**config.mk**
```make
export PLATFORM = sky130hd
export DESIGN_NAME = cfg_port_ctrl
export DESIGN_NICKNAME = d
export VERILOG_FILES = /design/src/rtl/cfg_port_pkg.sv /design/src/rtl/cfg_key_fsm.sv /design/src/rtl/cfg_glb_regs.sv /design/src/rtl/cfg_port_ctrl.sv
export SDC_FILE = /design/constraint.sdc
export NUM_CORES = 1
export LEC_CHECK = 0
export ABC_AREA = 1
export CAP_MARGIN = 20
export CORE_ASPECT_RATIO = 1.5
export CORE_MARGIN = 2
export CORE_UTILIZATION = 57
export DETAILED_ROUTE_END_ITERATION = 10
export DONT_BUFFER_PORTS = 1
export PLACE_DENSITY = 0.85
export SLEW_MARGIN = 20
export SYNTH_ARGS = -nofsm -noshare
export SYNTH_HDL_FRONTEND = slang
export SYNTH_HIERARCHICAL = 1
export SYNTH_SLANG_ARGS = --single-unit
```
**constraint.sdc**
```tcl
create_clock -name clk_i -period 1.8 [get_ports clk_i]
set_input_delay 0.18 -clock clk_i [delete_from_list [all_inputs] [get_ports clk_i]]
set_output_delay 0.18 -clock clk_i [all_outputs]
set_load 0.02 [all_outputs]
```
**src/rtl/cfg_port_pkg.sv**
```systemverilog
package cfg_port_pkg;
  localparam logic [7:0] KEY_OPEN_STD  = 8'h87;
  localparam logic [7:0] KEY_CLOSE_STD = 8'hAA;
  localparam logic [7:0] KEY_OPEN_ALT  = 8'h88;
  localparam logic [7:0] KEY_CLOSE_ALT = 8'hBB;

  localparam logic [7:0] IDX_LDSEL  = 8'h07;
  localparam logic [7:0] IDX_CHIPID = 8'h20;
  localparam logic [7:0] IDX_ACT    = 8'h30;
  localparam logic [7:0] IDX_FWD    = 8'h31;
  localparam logic [7:0] IDLE_BYTE  = 8'hFF;

  typedef enum logic [1:0] {
    LK_LOCKED = 2'd0,
    LK_HALF   = 2'd1,
    LK_OPEN   = 2'd2
  } lock_st_e;
endpackage

```
**src/rtl/cfg_key_fsm.sv**
```systemverilog
module cfg_key_fsm
  import cfg_port_pkg::*;
#(
  parameter bit ALT_KEY = 1'b0
) (
  input  logic       clk_i,
  input  logic       rst_ni,
  input  logic       idx_wr_i,
  input  logic [7:0] wdata_i,
  output logic       unlocked_o,
  output logic       idx_load_o
);
  logic [7:0] key_open, key_close;
  lock_st_e   st_q, st_d;

  if (ALT_KEY) begin : g_alt_key
    assign key_open  = KEY_OPEN_ALT;
    assign key_close = KEY_CLOSE_ALT;
  end else begin : g_std_key
    assign key_open  = KEY_OPEN_STD;
    assign key_close = KEY_CLOSE_STD;
  end

  always_comb begin
    st_d = st_q;
    if (idx_wr_i) begin
      unique case (st_q)
        LK_LOCKED: st_d = (wdata_i == key_open)  ? LK_HALF   : LK_LOCKED;
        LK_HALF:   st_d = (wdata_i == key_open)  ? LK_OPEN   : LK_LOCKED;
        LK_OPEN:   st_d = (wdata_i == key_close) ? LK_LOCKED : LK_OPEN;
        default:   st_d = LK_LOCKED;
      endcase
    end
  end

  always_ff @(posedge clk_i or negedge rst_ni) begin
    if (!rst_ni) st_q <= LK_LOCKED;
    else         st_q <= st_d;
  end

  assign unlocked_o = (st_q == LK_OPEN);
  assign idx_load_o = idx_wr_i && (st_q == LK_OPEN) && (wdata_i != key_close);

  AST_OPEN_AFTER_KEY: assert property (@(posedge clk_i) disable iff (!rst_ni)
    $rose(unlocked_o) |-> $past(idx_wr_i && wdata_i == key_open));
  AST_BROKEN_KEY_LOCKS: assert property (@(posedge clk_i) disable iff (!rst_ni)
    (st_q == LK_HALF && idx_wr_i && wdata_i != key_open) |=> !unlocked_o && st_q == LK_LOCKED);
  AST_CLOSE_RELOCKS: assert property (@(posedge clk_i) disable iff (!rst_ni)
    (unlocked_o && idx_wr_i && wdata_i == key_close) |=> !unlocked_o);
endmodule

```
**src/rtl/cfg_glb_regs.sv**
```systemverilog
module cfg_glb_regs
  import cfg_port_pkg::*;
#(
  parameter int unsigned NUM_LD  = 16,
  parameter logic [7:0]  CHIP_ID = 8'h52,
  localparam int unsigned LD_W   = (NUM_LD > 1) ? $clog2(NUM_LD) : 1
) (
  input  logic              clk_i,
  input  logic              rst_ni,
  input  logic              wr_i,
  input  logic [7:0]        index_i,
  input  logic [7:0]        wdata_i,
  output logic [7:0]        rdata_o,
  output logic [LD_W-1:0]   ld_sel_o,
  output logic [NUM_LD-1:0] active_o
);
  logic [LD_W-1:0]   ld_q;
  logic [NUM_LD-1:0] act_q;
  logic              wr_ld, wr_act, act_sel;

  assign wr_ld  = wr_i && (index_i == IDX_LDSEL);
  assign wr_act = wr_i && (index_i == IDX_ACT);

  always_ff @(posedge clk_i or negedge rst_ni) begin
    if (!rst_ni)    ld_q <= '0;
    else if (wr_ld) ld_q <= wdata_i[LD_W-1:0];
  end

  for (genvar g = 0; g < NUM_LD; g++) begin : g_act
    always_ff @(posedge clk_i or negedge rst_ni) begin
      if (!rst_ni)                             act_q[g] <= 1'b0;
      else if (wr_act && ld_q == LD_W'(g))     act_q[g] <= wdata_i[0];
    end
  end

  assign act_sel = (32'(ld_q) < NUM_LD) ? act_q[ld_q] : 1'b0;

  always_comb begin
    unique case (index_i)
      IDX_LDSEL:  rdata_o = 8'(ld_q);
      IDX_CHIPID: rdata_o = CHIP_ID;
      IDX_ACT:    rdata_o = {7'd0, act_sel};
      default:    rdata_o = 8'h00;
    endcase
  end

  assign ld_sel_o = ld_q;
  assign active_o = act_q;

  AST_ACT_HOLD: assert property (@(posedge clk_i) disable iff (!rst_ni)
    !wr_act |=> $stable(active_o));
  AST_ACT_SINGLE_CHANGE: assert property (@(posedge clk_i) disable iff (!rst_ni)
    wr_act |=> $countones(active_o ^ $past(active_o)) <= 1);
endmodule

```
**src/rtl/cfg_port_ctrl.sv**
```systemverilog
module cfg_port_ctrl
  import cfg_port_pkg::*;
#(
  parameter int unsigned        ADDR_W    = 16,
  parameter logic [ADDR_W-1:0]  BASE_ADDR = 'h2E,
  parameter int unsigned        NUM_LD    = 16,
  parameter logic [7:0]         CHIP_ID   = 8'h52,
  parameter bit                 ALT_KEY   = 1'b0,
  localparam int unsigned       LD_W      = (NUM_LD > 1) ? $clog2(NUM_LD) : 1
) (
  input  logic              clk_i,
  input  logic              rst_ni,
  input  logic [ADDR_W-1:0] io_addr_i,
  input  logic              io_wr_i,
  input  logic              io_rd_i,
  input  logic [7:0]        io_wdata_i,
  output logic [7:0]        io_rdata_o,
  output logic              io_rvalid_o,
  output logic              dev_req_o,
  output logic              dev_we_o,
  output logic [LD_W-1:0]   dev_ld_o,
  output logic [7:0]        dev_addr_o,
  output logic [7:0]        dev_wdata_o,
  input  logic [7:0]        dev_rdata_i,
  output logic [NUM_LD-1:0] dev_active_o
);
  localparam logic [ADDR_W-1:0] DATA_ADDR = BASE_ADDR + ADDR_W'(1);

  logic       hit_idx, hit_dat, port_rd;
  logic       unlocked, idx_load;
  logic [7:0] index_q, glb_rdata, rd_byte;
  logic       banked, dat_wr, dat_rd;

  assign hit_idx = (io_addr_i == BASE_ADDR);
  assign hit_dat = (io_addr_i == DATA_ADDR);
  assign port_rd = io_rd_i && (hit_idx || hit_dat);

  cfg_key_fsm #(.ALT_KEY(ALT_KEY)) u_key_fsm (
    .clk_i      (clk_i),
    .rst_ni     (rst_ni),
    .idx_wr_i   (io_wr_i && hit_idx),
    .wdata_i    (io_wdata_i),
    .unlocked_o (unlocked),
    .idx_load_o (idx_load)
  );

  // index is cleared whenever the port is not open
  always_ff @(posedge clk_i or negedge rst_ni) begin
    if (!rst_ni)       index_q <= 8'h00;
    else if (!unlocked) index_q <= 8'h00;
    else if (idx_load)  index_q <= io_wdata_i;
  end

  assign banked = (index_q >= IDX_FWD);
  assign dat_wr = unlocked && hit_dat && io_wr_i;
  assign dat_rd = unlocked && hit_dat && io_rd_i;

  cfg_glb_regs #(.NUM_LD(NUM_LD), .CHIP_ID(CHIP_ID)) u_glb_regs (
    .clk_i    (clk_i),
    .rst_ni   (rst_ni),
    .wr_i     (dat_wr && !banked),
    .index_i  (index_q),
    .wdata_i  (io_wdata_i),
    .rdata_o  (glb_rdata),
    .ld_sel_o (dev_ld_o),
    .active_o (dev_active_o)
  );

  assign dev_req_o   = (dat_wr || dat_rd) && banked;
  assign dev_we_o    = dat_wr && banked;
  assign dev_addr_o  = index_q;
  assign dev_wdata_o = io_wdata_i;

  always_comb begin
    if (!unlocked)    rd_byte = IDLE_BYTE;
    else if (hit_idx) rd_byte = index_q;
    else if (banked)  rd_byte = dev_rdata_i;
    else              rd_byte = glb_rdata;
  end

  always_ff @(posedge clk_i or negedge rst_ni) begin
    if (!rst_ni) begin
      io_rvalid_o <= 1'b0;
      io_rdata_o  <= IDLE_BYTE;
    end else begin
      io_rvalid_o <= port_rd;
      if (port_rd) io_rdata_o <= rd_byte;
    end
  end

  AST_LOCKED_NO_REQ: assert property (@(posedge clk_i) disable iff (!rst_ni)
    !unlocked |-> !dev_req_o);
  AST_LOCKED_READS_IDLE: assert property (@(posedge clk_i) disable iff (!rst_ni)
    (io_rvalid_o && !$past(unlocked)) |-> io_rdata_o == 8'hFF);
  AST_REQ_BANKED: assert property (@(posedge clk_i) disable iff (!rst_ni)
    dev_req_o |-> dev_addr_o >= 8'h31);
  AST_RVALID_FROM_STROBE: assert property (@(posedge clk_i) disable iff (!rst_ni)
    io_rvalid_o |-> $past(io_rd_i && (io_addr_i == BASE_ADDR || io_addr_i == DATA_ADDR)));
  AST_CHIP_ID_CONST: assert property (@(posedge clk_i) disable iff (!rst_ni)
    (io_rvalid_o && $past(unlocked && io_rd_i && io_addr_i == DATA_ADDR && index_q == 8'h20))
      |-> io_rdata_o == CHIP_ID);
endmodule

```
Word level (Yosys, flattened, before mapping)
Cells that the tools add are included.
{ "word_totals": {"regBits": 39, "inputBits": 36, "out_inout_bits": 47, "elab_cells": 94} }
{ "classes": {"n_lt_le_gt_ge": 2, "eq_ne": 26, "n_mux": 12, "n_reduce_logical": 33} }
{ "ops": {"columns": ["op", "n"], "rows": [
  ["8-bit 2-to-1 mux", 5],
  ["16-bit by 6-bit == test with 1-bit output, second input constant", 2],
  ["4-bit == test, second input constant", 8],
  ["1-bit logical AND", 28],
  ["7-bit one-hot mux with 3 select lines", 1],
  ["4-bit by 3-bit == test with 1-bit output, second input constant", 4],
  ["8-bit by 6-bit == test with 1-bit output, second input constant", 2],
  ["8-bit == test, second input constant", 2],
  ["4-bit by 2-bit == test with 1-bit output, second input constant", 2],
  ["8-bit by 3-bit == test with 1-bit output, second input constant", 1],
  ["8-bit by 6-bit >= comparator with 1-bit output, second input constant", 1],
  ["8-bit inequality test, second input constant", 1],
  ["2-bit one-hot mux with 3 select lines", 1],
  ["4-bit by 5-bit less-than comparator with 1-bit output, second input constant", 1],
  ["1-bit binary-select mux with 4-bit select", 1],
  ["4-bit by 1-bit == test with 1-bit output, second input constant", 1],
  ["4-bit zero test", 1],
  ["2-bit 2-to-1 mux", 2],
  ["2-bit by 1-bit == test with 1-bit output, second input constant", 1],
  ["2-bit == test, second input constant", 1],
  ["2-bit zero test", 1],
  ["1-bit logical OR", 2],
  ["1-bit 2-to-1 mux", 2],
  ["2-bit by 1-bit inequality test with 1-bit output, second input constant", 1],
  ["1-bit zero test", 1]
]} }

Depth between registers and ports, before layout
Gate-level depths: netlist of the first run.
{ "depth": {"ltp_word": 6, "depth_mapped": 15, "ltp_nobuf": 15} }

Hierarchy
The synthesis of the first run kept the hierarchy.
{ "modules_own_cells": {"columns": ["module", "instances", "cells_per_inst", "area_per_inst_um2", "seq_area_each_um2"], "rows": [
  ["cfg_port_ctrl", 1, 172, 1253.7, 435.4],
  ["cfg_glb_regs", 1, 180, 1219.9, 500.5],
  ["cfg_key_fsm", 1, 35, 183.9, 50.0]
]} }

Worst setup path after synthesis of the first run
OpenSTA, ideal clock, no wires.
{ "synth_path": {"kind": "reg-to-reg", "start": "reg u_key_fsm.st_q[1]", "end": "reg u_glb_regs.act_q[8] (netlist: u_glb_regs/active_o[8])", "setup_ns": 0.137, "arrival_ns": 1.776, "required_ns": 1.663, "path_slack_ns": -0.112, "path_stages_with_launch": 13, "path_buffers": 3, "synth_period_minus_slack_ns": 1.912, "cell_sequence": "dfrtp_1 -> inv_2 -> nor2_2 -> buf_6 -> inv_1 -> nor3_1 -> nand3_1 -> nor2_1 -> clkbuf_1 -> buf_6 -> nand3_1 -> nand2_1 -> o21ai_0"} }
{ "synth_via": {"elab_chain_cells": 6} }
{ "synth_lines": {"columns": ["item", "line_no", "rtl"], "rows": [
  ["start, declared", "cfg_key_fsm.sv:14", "lock_st_e st_q, st_d;"],
  ["start signal, assigned", "cfg_key_fsm.sv:38", "else st_q <= st_d;"],
  ["2-bit == test", "cfg_key_fsm.sv:41", "assign unlocked_o = (st_q == LK_OPEN);"],
  ["net unlocked", "cfg_port_ctrl.sv:30", "logic unlocked, idx_load;"],
  ["1-bit logical AND (2 in a row)", "cfg_port_ctrl.sv:55", "assign dat_wr = unlocked && hit_dat && io_wr_i;"],
  ["1-bit logical AND", "cfg_port_ctrl.sv:61", ".wr_i (dat_wr && !banked),"],
  ["1-bit logical AND", "cfg_glb_regs.sv:22", "assign wr_act = wr_i && (index_i == IDX_ACT);"],
  ["1-bit logical AND", "cfg_glb_regs.sv:32", "else if (wr_act && ld_q == LD_W'(g)) act_q[g] <= wdata_i[0];"],
  ["end signal, assigned by index", "cfg_glb_regs.sv:32", null],
  ["end, declared", "cfg_glb_regs.sv:18", "logic [NUM_LD-1:0] act_q;"]
]} }
The timed path passes the listed nets, and every way through them passes these cells.
A chain may end at the register's enable or synchronous reset.

Worst setup path in the final report of the first run
{ "layout_path": {"start": "reg u_glb_regs.ld_q[0] (netlist: u_glb_regs/ld_sel_o[0])", "end": "reg io_rdata_o[0]"} }
{ "layout_via": {"elab_chain_cells": 6} }
{ "layout_lines": {"columns": ["item", "line_no", "rtl"], "rows": [
  ["start, declared", "cfg_glb_regs.sv:17", "logic [LD_W-1:0] ld_q;"],
  ["start signal, assigned", "cfg_glb_regs.sv:26", "else if (wr_ld) ld_q <= wdata_i[LD_W-1:0];"],
  ["1-bit binary-select mux with 4-bit select", "cfg_glb_regs.sv:36", "assign act_sel = (32'(ld_q) < NUM_LD) ? act_q[ld_q] : 1'b0;"],
  ["1-bit 2-to-1 mux (not written as such)", "cfg_glb_regs.sv:36", null],
  ["7-bit one-hot mux with 3 select lines (*)", "cfg_glb_regs.sv:39", "unique case (index_i)"],
  ["net glb_rdata[0]", "cfg_port_ctrl.sv:31", "logic [7:0] index_q, glb_rdata, rd_byte;"],
  ["8-bit 2-to-1 mux (*)", "cfg_port_ctrl.sv:77", "else if (banked) rd_byte = dev_rdata_i;"],
  ["8-bit 2-to-1 mux (*)", "cfg_port_ctrl.sv:76", "else if (hit_idx) rd_byte = index_q;"],
  ["8-bit 2-to-1 mux (*)", "cfg_port_ctrl.sv:75", "if (!unlocked) rd_byte = IDLE_BYTE;"],
  ["end signal, assigned", "cfg_port_ctrl.sv:87", "if (port_rd) io_rdata_o <= rd_byte;"],
  ["end, declared", "cfg_port_ctrl.sv:17", "output logic [7:0] io_rdata_o,"]
]} }
Mark *: on every way through the listed nets, which the timed path passes. The rest lies on a longest branch. The select of a mux whose other input is x is not followed.

==> impl_metrics.tcl, run 1 <==
set metrics [dict create \
    iteration_count_of_the_initial_detailed_routing_pass 4 \
    synthesis.instances 387 \
    worst_ep_required_time_ps 2030 \
    max_cap_violations 0 \
    count_of_antenna_violating_nets_left_after_detailed_routing 0 \
    tritoncts_num_sinks 39 \
    final_cell_area_um2 2970 \
    wire_per_inst_um 14.7 \
    postLayoutCoreUtil 0.660 \
    critical_path_class "flop to flop" \
    synth.area.top_cells "sky130_fd_sc_hd__dfrtp_1 (29%), sky130_fd_sc_hd__nand2_1 (14%), sky130_fd_sc_hd__nand3_1 (9.4%)" \
    grt_antenna_before_repair 0 \
    timing.fmax_mhz 575 \
    power_leakage_nw 1.50 \
    htreeDepth 2 \
    power.density_cell_area_nw_per_um2 494 \
    final_layout_size_suffix_gt1_frac 0.207 \
    syn2layout_area_growth_pct 11.9 \
    crit_path_end "io_rdata_o[0]" \
    timing.reg2reg.setup_slack_ps 60 \
    final.period_utilization 0.966 \
    drt-initial-drc-count 195 \
    worst_setup_path_end_kind "flop" \
    hpwl_mm 4.70 \
    timing.setup.tns_ps 0 \
    seq_cells_post_synth 39 \
    track_usage 0.262 \
    hold_viol 0 \
    floorplan.initialDensity 0.590 \
    commonest_non_fill_non_tap_cells_in_the_layout "sky130_fd_sc_hd__nand2_1 (100), sky130_fd_sc_hd__inv_1 (52), sky130_fd_sc_hd__nand3_1 (46)" \
    timing.hold.worst.class "primary input to flop" \
    post-layout-total-power_mw 1.47 \
    ios 83 \
    layout.cells.most_common "sky130_fd_sc_hd__nand2_1" \
    synth-seq-area-share 0.371 \
    post_synth_edffs 0 \
    num-nets-final 442 \
    drt_drc_violations_left 0 \
    core.rowCount 30 \
    tritoncts "done" \
    placement.setup.worst_slack_ps -39.0 \
    synth_warnings 6 \
    die_area_um2 5240 \
    finalWorstPathRequiredPeriod_ps 1740 \
    report.final.slew_viol_count 0 \
    cts_buffers 5 \
    die_height_um 87.6 \
    critical_path_peak_fanout 5 \
    ir_drop_uv 365 \
    timing.hold.ws_ps 19.5 \
    reg2reg_to "io_rdata_o[0]" \
    reg2reg_from "u_glb_regs/ld_sel_o[0]" \
    crit_path_start_kind "flop" \
    wirelength_mm 6.65 \
    clock_latency_at_the_later_pin_of_the_worst_skew_pair_ps 280 \
    grt_first_pass_wirelength_mm 10.7 \
    place_area_um2 2770 \
    dominantRegCellSynth "sky130_fd_sc_hd__dfrtp_1" \
    first_global_vias 2433 \
    clk_pin_slew_worst_paths_ps 70 \
    die_width_um 59.8 \
    synth_largest_type_area_fraction 0.292 \
    globalRoute.totalOverflow 0 \
    clk_path_buf_depth 2 \
    grt_setup_unrepaired "true" \
    clock-root-buffer "sky130_fd_sc_hd__clkbuf_8" \
    cp_data_arrival_time_ps 1970 \
    synth_largest_area_cell "sky130_fd_sc_hd__dfrtp_1" \
    final.setup.worst_slack_ps 60.3 \
    avgViaCountPerCell 5.63 \
    gp_congestion 0.933 \
    grt_max_degree 40 \
    diodes 0 \
    post_layout_nonfiller_instances 453 \
    core_um2 4500 \
    cell_count_after_placement 441 \
    port_buffers 0 \
    depth_of_the_most_critical_reg_to_reg_path 15 \
    outcome "completed" \
    async_reset_ff_frac 1.00 \
    synth_area_per_cell_um2 6.87 \
    yosysUniqueCellTypes 35 \
    setup.worst_path.start "u_glb_regs/ld_sel_o[0]" \
    vias 2550 \
    fin_worst_skew_ps 4.14 \
    setup_viol 0 \
    syn_area_um2 2660 \
]
## cell usage after synthesis (all sizes together) (3+ instances only)
cell	number
nand3	53
nand2	108
clkinv	3
a21oi	5
nor2	49
inv	57
o21ai	26
or2	10
clkbuf	3
buf	15
nor3	4
dfrtp	31
nand4	9
dfstp	8
## worst min path at each step
stage | startpoint | to | slack, ps | cells after the start
2_1_floorplan | rst_ni | dev_addr_o[0] | -120 | 0
4_1_cts | io_wdata_i[7] | dev_addr_o[7] | 10 | 2
3_5_place_dp | rst_ni | u_glb_regs/active_o[13] | -110 | 0
5_1_grt | io_wdata_i[7] | dev_addr_o[7] | 20 | 2
6_report | io_wdata_i[7] | dev_addr_o[7] | 20 | 2
3_3_place_gp | rst_ni | u_glb_regs/active_o[13] | -110 | 0
## layer usage
layer / GRT usage / up-vias / wire, um
li1: - / 1245 / -
met1: 0.273 / 1181 / 2430
met2: 0.483 / 106 / 3590
met3: 0.0665 / 18 / 456
met4: 0.103 / 0 / 176
met5: 0 / - / 0
## cells by family after synthesis
logic type / after synthesis / synth area share
compound gates: 34 / 0.0678
buf+inv: 78 / 0.135
other cells: 1 / 0.00141
simple gates: 235 / 0.425
flops: 39 / 0.371
## sequential cells by signal, indices dropped and copies added, names as in the netlist
signal,cells
io_rdata_o,8
dev_addr_o,8
u_glb_regs/ld_sel_o,4
u_glb_regs/active_o,16
io_rvalid_o,1
u_key_fsm/st_q,2
## cell type report
type                    count  area (um^2)
multi-input cells         271         1370
fillers                   407         1530
well taps                  48         60.1
clock buffers               6         72.6
inverters                  60          230
flip-flops and latches     39          990
repair inverters            1         7.51
repair buffers             28          244
## worst max-delay path, cell delays in order (launching register included)
cell	delay [ps]
sky130_fd_sc_hd__dfrtp_2	450
sky130_fd_sc_hd__clkinvlp_4	200
sky130_fd_sc_hd__nand2_1	100
sky130_fd_sc_hd__nand2_1	70
sky130_fd_sc_hd__nand2_1	60
sky130_fd_sc_hd__nand2_1	50
sky130_fd_sc_hd__nand2_1	70
sky130_fd_sc_hd__nand2_1	70
sky130_fd_sc_hd__o21ai_2	130
sky130_fd_sc_hd__nand2_1	70
sky130_fd_sc_hd__inv_2	50
sky130_fd_sc_hd__nand3_2	80
sky130_fd_sc_hd__nand3_2	80
sky130_fd_sc_hd__nand3_1	90
sky130_fd_sc_hd__nand2_1	80
sky130_fd_sc_hd__inv_1	40
## power breakdown
part           switching, mW  internal, mW
Combinational         0.0465        0.0197
Sequential          0.000436         0.878
Clock                  0.268         0.258
Total                  0.315          1.16
## repair_timing
| action | 4_1_cts | 5_1_grt |
|---|---|---|
| endpoints found under the hold margin | 39 | 0 |
| setup buffers | 0 | 2 |
| endpoints found under the setup margin | 7 | 22 |
| hold buffers | 2 | 0 |
| pin swaps | 0 | 6 |
| gates resized for setup | 4 | 23 |
| gates cloned | 0 | 2 |
Power figures use the tool's default switching activity.
==> inputs of run 2 (changes only) <==
--- a/config.mk
+++ b/config.mk
@@ -12,7 +12,9 @@
 export CORE_UTILIZATION = 57
 export DETAILED_ROUTE_END_ITERATION = 10
 export DONT_BUFFER_PORTS = 1
+export HOLD_SLACK_MARGIN = 0.12
 export PLACE_DENSITY = 0.85
+export SKIP_CTS_REPAIR_TIMING = 1
 export SLEW_MARGIN = 20
 export SYNTH_ARGS = -nofsm -noshare
 export SYNTH_HDL_FRONTEND = slang
==> run 2 against run 1 <==
Against the previous run: via count grew 2.2%; core utilization grew 1.7 points; first-iteration DRC count grew 7.7%; clock-buffer cell count is the same; setup slack gained 1.2 ps; largest power group unchanged; die area is the same; global-route usage shrank 0.12 points; highest routed layer unchanged; fmax is essentially flat; power grew 1.5%; sequential power is essentially flat; routed wire length grew 4.0%; critical path depth is the same.
==> impl_metrics.tcl, run 2 (synthesized netlist as in run 1, its figures left out) <==
set metrics [dict create \
    htreeDepth 2 \
    max_cap_violations 0 \
    critical_path_class "flop to flop" \
    avgViaCountPerCell 5.66 \
    first_global_vias 2418 \
    clk_pin_slew_worst_paths_ps 70 \
    floorplan.initialDensity 0.590 \
    iteration_count_of_the_initial_detailed_routing_pass 4 \
    layout.cells.most_common "sky130_fd_sc_hd__nand2_1" \
    die_width_um 59.8 \
    diodes 0 \
    port_buffers 0 \
    wirelength_mm 6.91 \
    grt_setup_unrepaired "true" \
    report.final.slew_viol_count 0 \
    grt_antenna_before_repair 0 \
    die_height_um 87.6 \
    final_layout_size_suffix_gt1_frac 0.201 \
    final.setup.worst_slack_ps 61.5 \
    core.rowCount 30 \
    grt_max_degree 40 \
    ir_drop_uv 374 \
    worst_path_most_repeated_cell "sky130_fd_sc_hd__nand2_1" \
    filler_cell_count 390 \
    drt-initial-drc-count 210 \
    clk_path_buf_depth 2 \
    timing.fmax_mhz 575 \
    hpwl_mm 4.70 \
    setup_viol 0 \
    clock-root-buffer "sky130_fd_sc_hd__clkbuf_8" \
    tritoncts "done" \
    tritoncts_num_sinks 39 \
    delay_of_the_slowest_critical_path_stage_ps 450 \
    post-layout-total-power_mw 1.49 \
    postLayoutCoreUtil 0.677 \
    gp_congestion 0.933 \
    num-nets-final 449 \
    fin_worst_skew_ps 3.45 \
    power.density_cell_area_nw_per_um2 489 \
    syn2layout_area_growth_pct 14.7 \
    globalRoute.totalOverflow 0 \
    largest_register_ff_count 16 \
    drt_drc_violations_left 0 \
    worst_setup_path_end_kind "flop" \
    critical_path_peak_fanout 5 \
    wire_per_inst_um 15.0 \
    grt_first_pass_wirelength_mm 10.6 \
    ios 83 \
    cts_buffers 5 \
    placement.setup.worst_slack_ps -39.0 \
    hold_viol 0 \
    timing.hold.worst.class "primary input to flop" \
    final.period_utilization 0.966 \
    count_of_antenna_violating_nets_left_after_detailed_routing 0 \
    cp_data_arrival_time_ps 1960 \
    power_leakage_nw 1.53 \
    track_usage 0.261 \
    worst_ep_required_time_ps 2030 \
    die_area_um2 5240 \
    outcome "completed" \
    cp_cell_sequence "clkinvlp_4, nand2_1, nand2_1, nand2_1, nand2_1, nand2_1, nand2_1, o21ai_2, nand2_1, inv_2, nand3_2, nand3_2, nand3_1, nand2_1, inv_1" \
    finalWorstPathRequiredPeriod_ps 1740 \
    cpMaxStageDelayCell "sky130_fd_sc_hd__dfrtp_2" \
    clock_latency_at_the_later_pin_of_the_worst_skew_pair_ps 280 \
    depth_of_the_most_critical_reg_to_reg_path 15 \
    core_um2 4500 \
    vias 2605 \
    min_delay_path_depth 4 \
    crit_path_start_kind "flop" \
    commonest_non_fill_non_tap_cells_in_the_layout "sky130_fd_sc_hd__nand2_1 (100), sky130_fd_sc_hd__inv_1 (52), sky130_fd_sc_hd__nand3_1 (46)" \
]
-- run 2: cell count changes in the layout (fill, tap and decap cells not counted) --
cell	previous run	this run
sky130_fd_sc_hd__buf_16	0	1
sky130_fd_sc_hd__buf_6	5	4
sky130_fd_sc_hd__dlygate4sd3_1	1	9
sky130_fd_sc_hd__buf_12	1	0
-- run 2: path summary, 6_finish.rpt --
path / from / endpoint / slack, ps
max: u_glb_regs/ld_sel_o[0] / io_rdata_o[0] / 60
min: io_wdata_i[2] / u_key_fsm/st_q[0] / 150
max reg2reg: u_glb_regs/ld_sel_o[0] / io_rdata_o[0] / 60
min reg2reg: u_key_fsm/st_q[1] / u_key_fsm/st_q[1] / 540
max in group asynchronous: rst_ni / io_rdata_o[3] / 1150
min in group asynchronous: rst_ni / u_glb_regs/active_o[13] / 380
-- run 2: power breakdown --
part / internal (mW) / switching, mW
sequential: 0.878 / 0.000439
combinational: 0.0330 / 0.0515
clock: 0.258 / 0.272
total: 1.17 / 0.324
-- run 2: metal layers --
metal / up-vias / GRT usage / wire [um] / part of all wire
li1: 1253 / - / - / -
met1: 1196 / 0.273 / 2440 / 0.35
met2: 138 / 0.480 / 3780 / 0.55
met3: 18 / 0.0650 / 535 / 0.077
met4: 0 / 0.103 / 164 / 0.024
met5: - / 0 / 0 / 0
-- run 2: per-stage QoR --
stage               hold WS [ps]  cell area [um^2]  instances  TNS (ps)
floorplan                   -116              2670        388         0
global placement            -114              2770        441         0
detailed placement          -114              2770        441     -72.0
CTS                         -424              2840        447      -217
global route                 172              3050        460      -202
finish                       150              3050        460         0
-- run 2: critical path, delay by kind of cell, from the launching register on --
family | cells | cell delay [ps]
DFF | 1 | 450
and+or+nand+nor | 11 | 820
AOI/OAI and AO/OA | 1 | 130
buffers and inverters | 3 | 290
-- run 2: final cells by class --
cell class                 count  area, um^2  area share
clock buffer                   6        72.6      0.0238
timing repair buffer          35         320       0.105
multi-input combinational    271        1370       0.449
tap                           48        60.1      0.0197
inverter                      60         230      0.0755
timing repair inverter         1        7.51     0.00246
sequential                    39         990       0.325
==> inputs of run 3 (changes only) <==
--- a/config.mk
+++ b/config.mk
@@ -14,6 +14,7 @@
 export DONT_BUFFER_PORTS = 1
 export HOLD_SLACK_MARGIN = 0.12
 export PLACE_DENSITY = 0.85
+export REMOVE_ABC_BUFFERS = 1
 export SKIP_CTS_REPAIR_TIMING = 1
 export SLEW_MARGIN = 20
 export SYNTH_ARGS = -nofsm -noshare
==> constraint.sdc (replaced) <==
create_clock -name clk_i -period 1.8 [get_ports clk_i]
set_input_delay 0.18 -clock clk_i [delete_from_list [all_inputs] [get_ports clk_i]]
set_output_delay 0.18 -clock clk_i [all_outputs]
set_load 0.005 [all_outputs]
==> run 3 against run 2 <==
Against the previous run: via count fell by 2.3%; combinational power is 0.9% higher; power grew 13%; critical path type unchanged; first-iteration DRC count shrank 29%; largest cell class unchanged; die area unchanged; clock-buffer cell count down 1; sequential share of layout area increased by 0.47 points; final area decreased by 1.4%; clock power is 36% higher; highest routed layer unchanged; routed wire length down 4.3%; final cell count shrank 0.87%; core utilization decreased by 0.97 points.
==> impl_metrics.tcl, run 3 (synthesized netlist as in run 1, its figures left out) <==
set metrics [dict create \
    ir_drop_uv 412 \
    avgViaCountPerCell 5.58 \
    wirelength_mm 6.62 \
    count_of_antenna_violating_nets_left_after_detailed_routing 0 \
    final.period_utilization 0.990 \
    setup_viol 0 \
    worst_ep_required_time_ps 1950 \
    globalRoute.totalOverflow 0 \
    finalWorstPathRequiredPeriod_ps 1780 \
    cell_count_after_placement 435 \
    outcome "completed" \
    report.final.slew_viol_count 0 \
    clock-root-buffer "sky130_fd_sc_hd__clkbuf_8" \
    vias 2544 \
    critical_path_peak_fanout 8 \
    grt_first_pass_wirelength_mm 9.58 \
    wire_per_inst_um 14.5 \
    largest_register_ff_count 16 \
    die_height_um 87.6 \
    core_um2 4500 \
    grt_antenna_before_repair 0 \
    layout.cells.most_common "sky130_fd_sc_hd__nand2_1" \
    hpwl_mm 4.65 \
    crit_path_start_kind "flop" \
    core.rowCount 30 \
    tritoncts_num_sinks 39 \
    track_usage 0.238 \
    power.density_cell_area_nw_per_um2 560 \
    diodes 0 \
    grt_max_degree 40 \
    tritoncts "done" \
    grt_setup_unrepaired "true" \
    die_area_um2 5240 \
    die_width_um 59.8 \
    filler_cell_count 381 \
    first_global_vias 2373 \
    fin_worst_skew_ps 11.3 \
    commonest_non_fill_non_tap_cells_in_the_layout "sky130_fd_sc_hd__nand2_1 (100), sky130_fd_sc_hd__inv_1 (54), sky130_fd_sc_hd__nand3_1 (49)" \
    port_buffers 0 \
    post_layout_nonfiller_instances 456 \
    post-layout-total-power_mw 1.68 \
    timing.fmax_mhz 561 \
    num-nets-final 443 \
    gp_congestion 0.916 \
    clk_pin_slew_worst_paths_ps 80 \
    floorplan.initialDensity 0.590 \
    max_cap_violations 0 \
    power_leakage_nw 1.50 \
    drt_drc_violations_left 0 \
    delay_of_the_slowest_critical_path_stage_ps 400 \
    place_area_um2 2720 \
    final_layout_size_suffix_gt1_frac 0.172 \
    iteration_count_of_the_initial_detailed_routing_pass 5 \
    htreeDepth 2 \
    worst_setup_path_end_kind "flop" \
    final_cell_area_um2 3010 \
    cts_buffers 5 \
    clk_path_buf_depth 2 \
    hold_viol 0 \
    cp_cell_sequence "nor2_2, inv_1, nor3_2, nand3_2, nor2_4, buf_4, nand3_1, nand2_1, o21ai_0" \
    cp_data_arrival_time_ps 1930 \
    ios 83 \
    critical_path_class "flop to flop" \
    cpMaxStageDelayCell "sky130_fd_sc_hd__dfrtp_1" \
    clock_latency_at_the_later_pin_of_the_worst_skew_pair_ps 300 \
    syn2layout_area_growth_pct 13.1 \
    drt-initial-drc-count 150 \
    timing.hold.worst.class "primary input to flop" \
]
## run 3: cell types whose count changed in the layout (fill, tap and decap cells not counted), sizes merged
cell	previous run	this run
bufinv	0	1
clkbuf	6	5
buf	26	20
clkinv	2	4
## run 3: cell type report
type	instances	area, um^2	share of cell area
clock buffer	5	68.8	0.0229
inverter	60	230	0.0766
multi-input combinational	271	1340	0.447
clock inverter	3	38.8	0.0129
tap	48	60.1	0.0200
sequential	39	990	0.329
timing repair buffer	29	268	0.0891
timing repair inverter	1	7.51	0.00250
## run 3: worst max-delay path, delay by kind of cell, from the launching register on
family,cells,cell delay [ps]
AOI/OAI and AO/OA,1,80
buffers and inverters,2,280
and+or+nand+nor,6,880
DFF,1,400
## run 3: layer usage
layer,vias to the layer above,part of all wire,GRT usage
met3,25,0.072,0.0694
met2,116,0.55,0.446
met4,0,0.027,0.125
met1,1165,0.35,0.223
li1,1238,-,-
met5,-,0,0
## run 3: path summary, 6_finish.rpt
check | from | end | slack [ps] | cells past startpoint
hold reg to reg | u_glb_regs/active_o[13] | u_glb_regs/active_o[13] | 540 | 2
setup reg to reg | u_key_fsm/st_q[0] | u_glb_regs/active_o[11] | 20 | 9
max in group asynchronous | rst_ni | io_rdata_o[0] | 1170 | 2
min in group asynchronous | rst_ni | u_glb_regs/active_o[7] | 380 | 2
setup / recovery | u_key_fsm/st_q[0] | u_glb_regs/active_o[11] | 20 | 9
hold / removal | io_wdata_i[1] | u_key_fsm/st_q[0] | 150 | 4
## run 3: stage by stage
stage	utilization	setup TNS, ps	setup WS (ps)	hold WS (ps)
after global placement	0.603	0	85.2	-115
after detailed placement	0.603	0	42.3	-115
after floorplan	-	-8660	-551	-116
final	0.667	0	18.2	154
after CTS	0.627	-36.0	-15.3	-440
after global routing	0.667	-173	-28.5	157
## run 3: report_power, final
group	internal, mW	switching, mW	total (mW)	leakage, nW
sequential	0.877	0.000167	0.877	0.490
clock	0.406	0.313	0.719	0.0556
combinational	0.0337	0.0516	0.0853	0.958
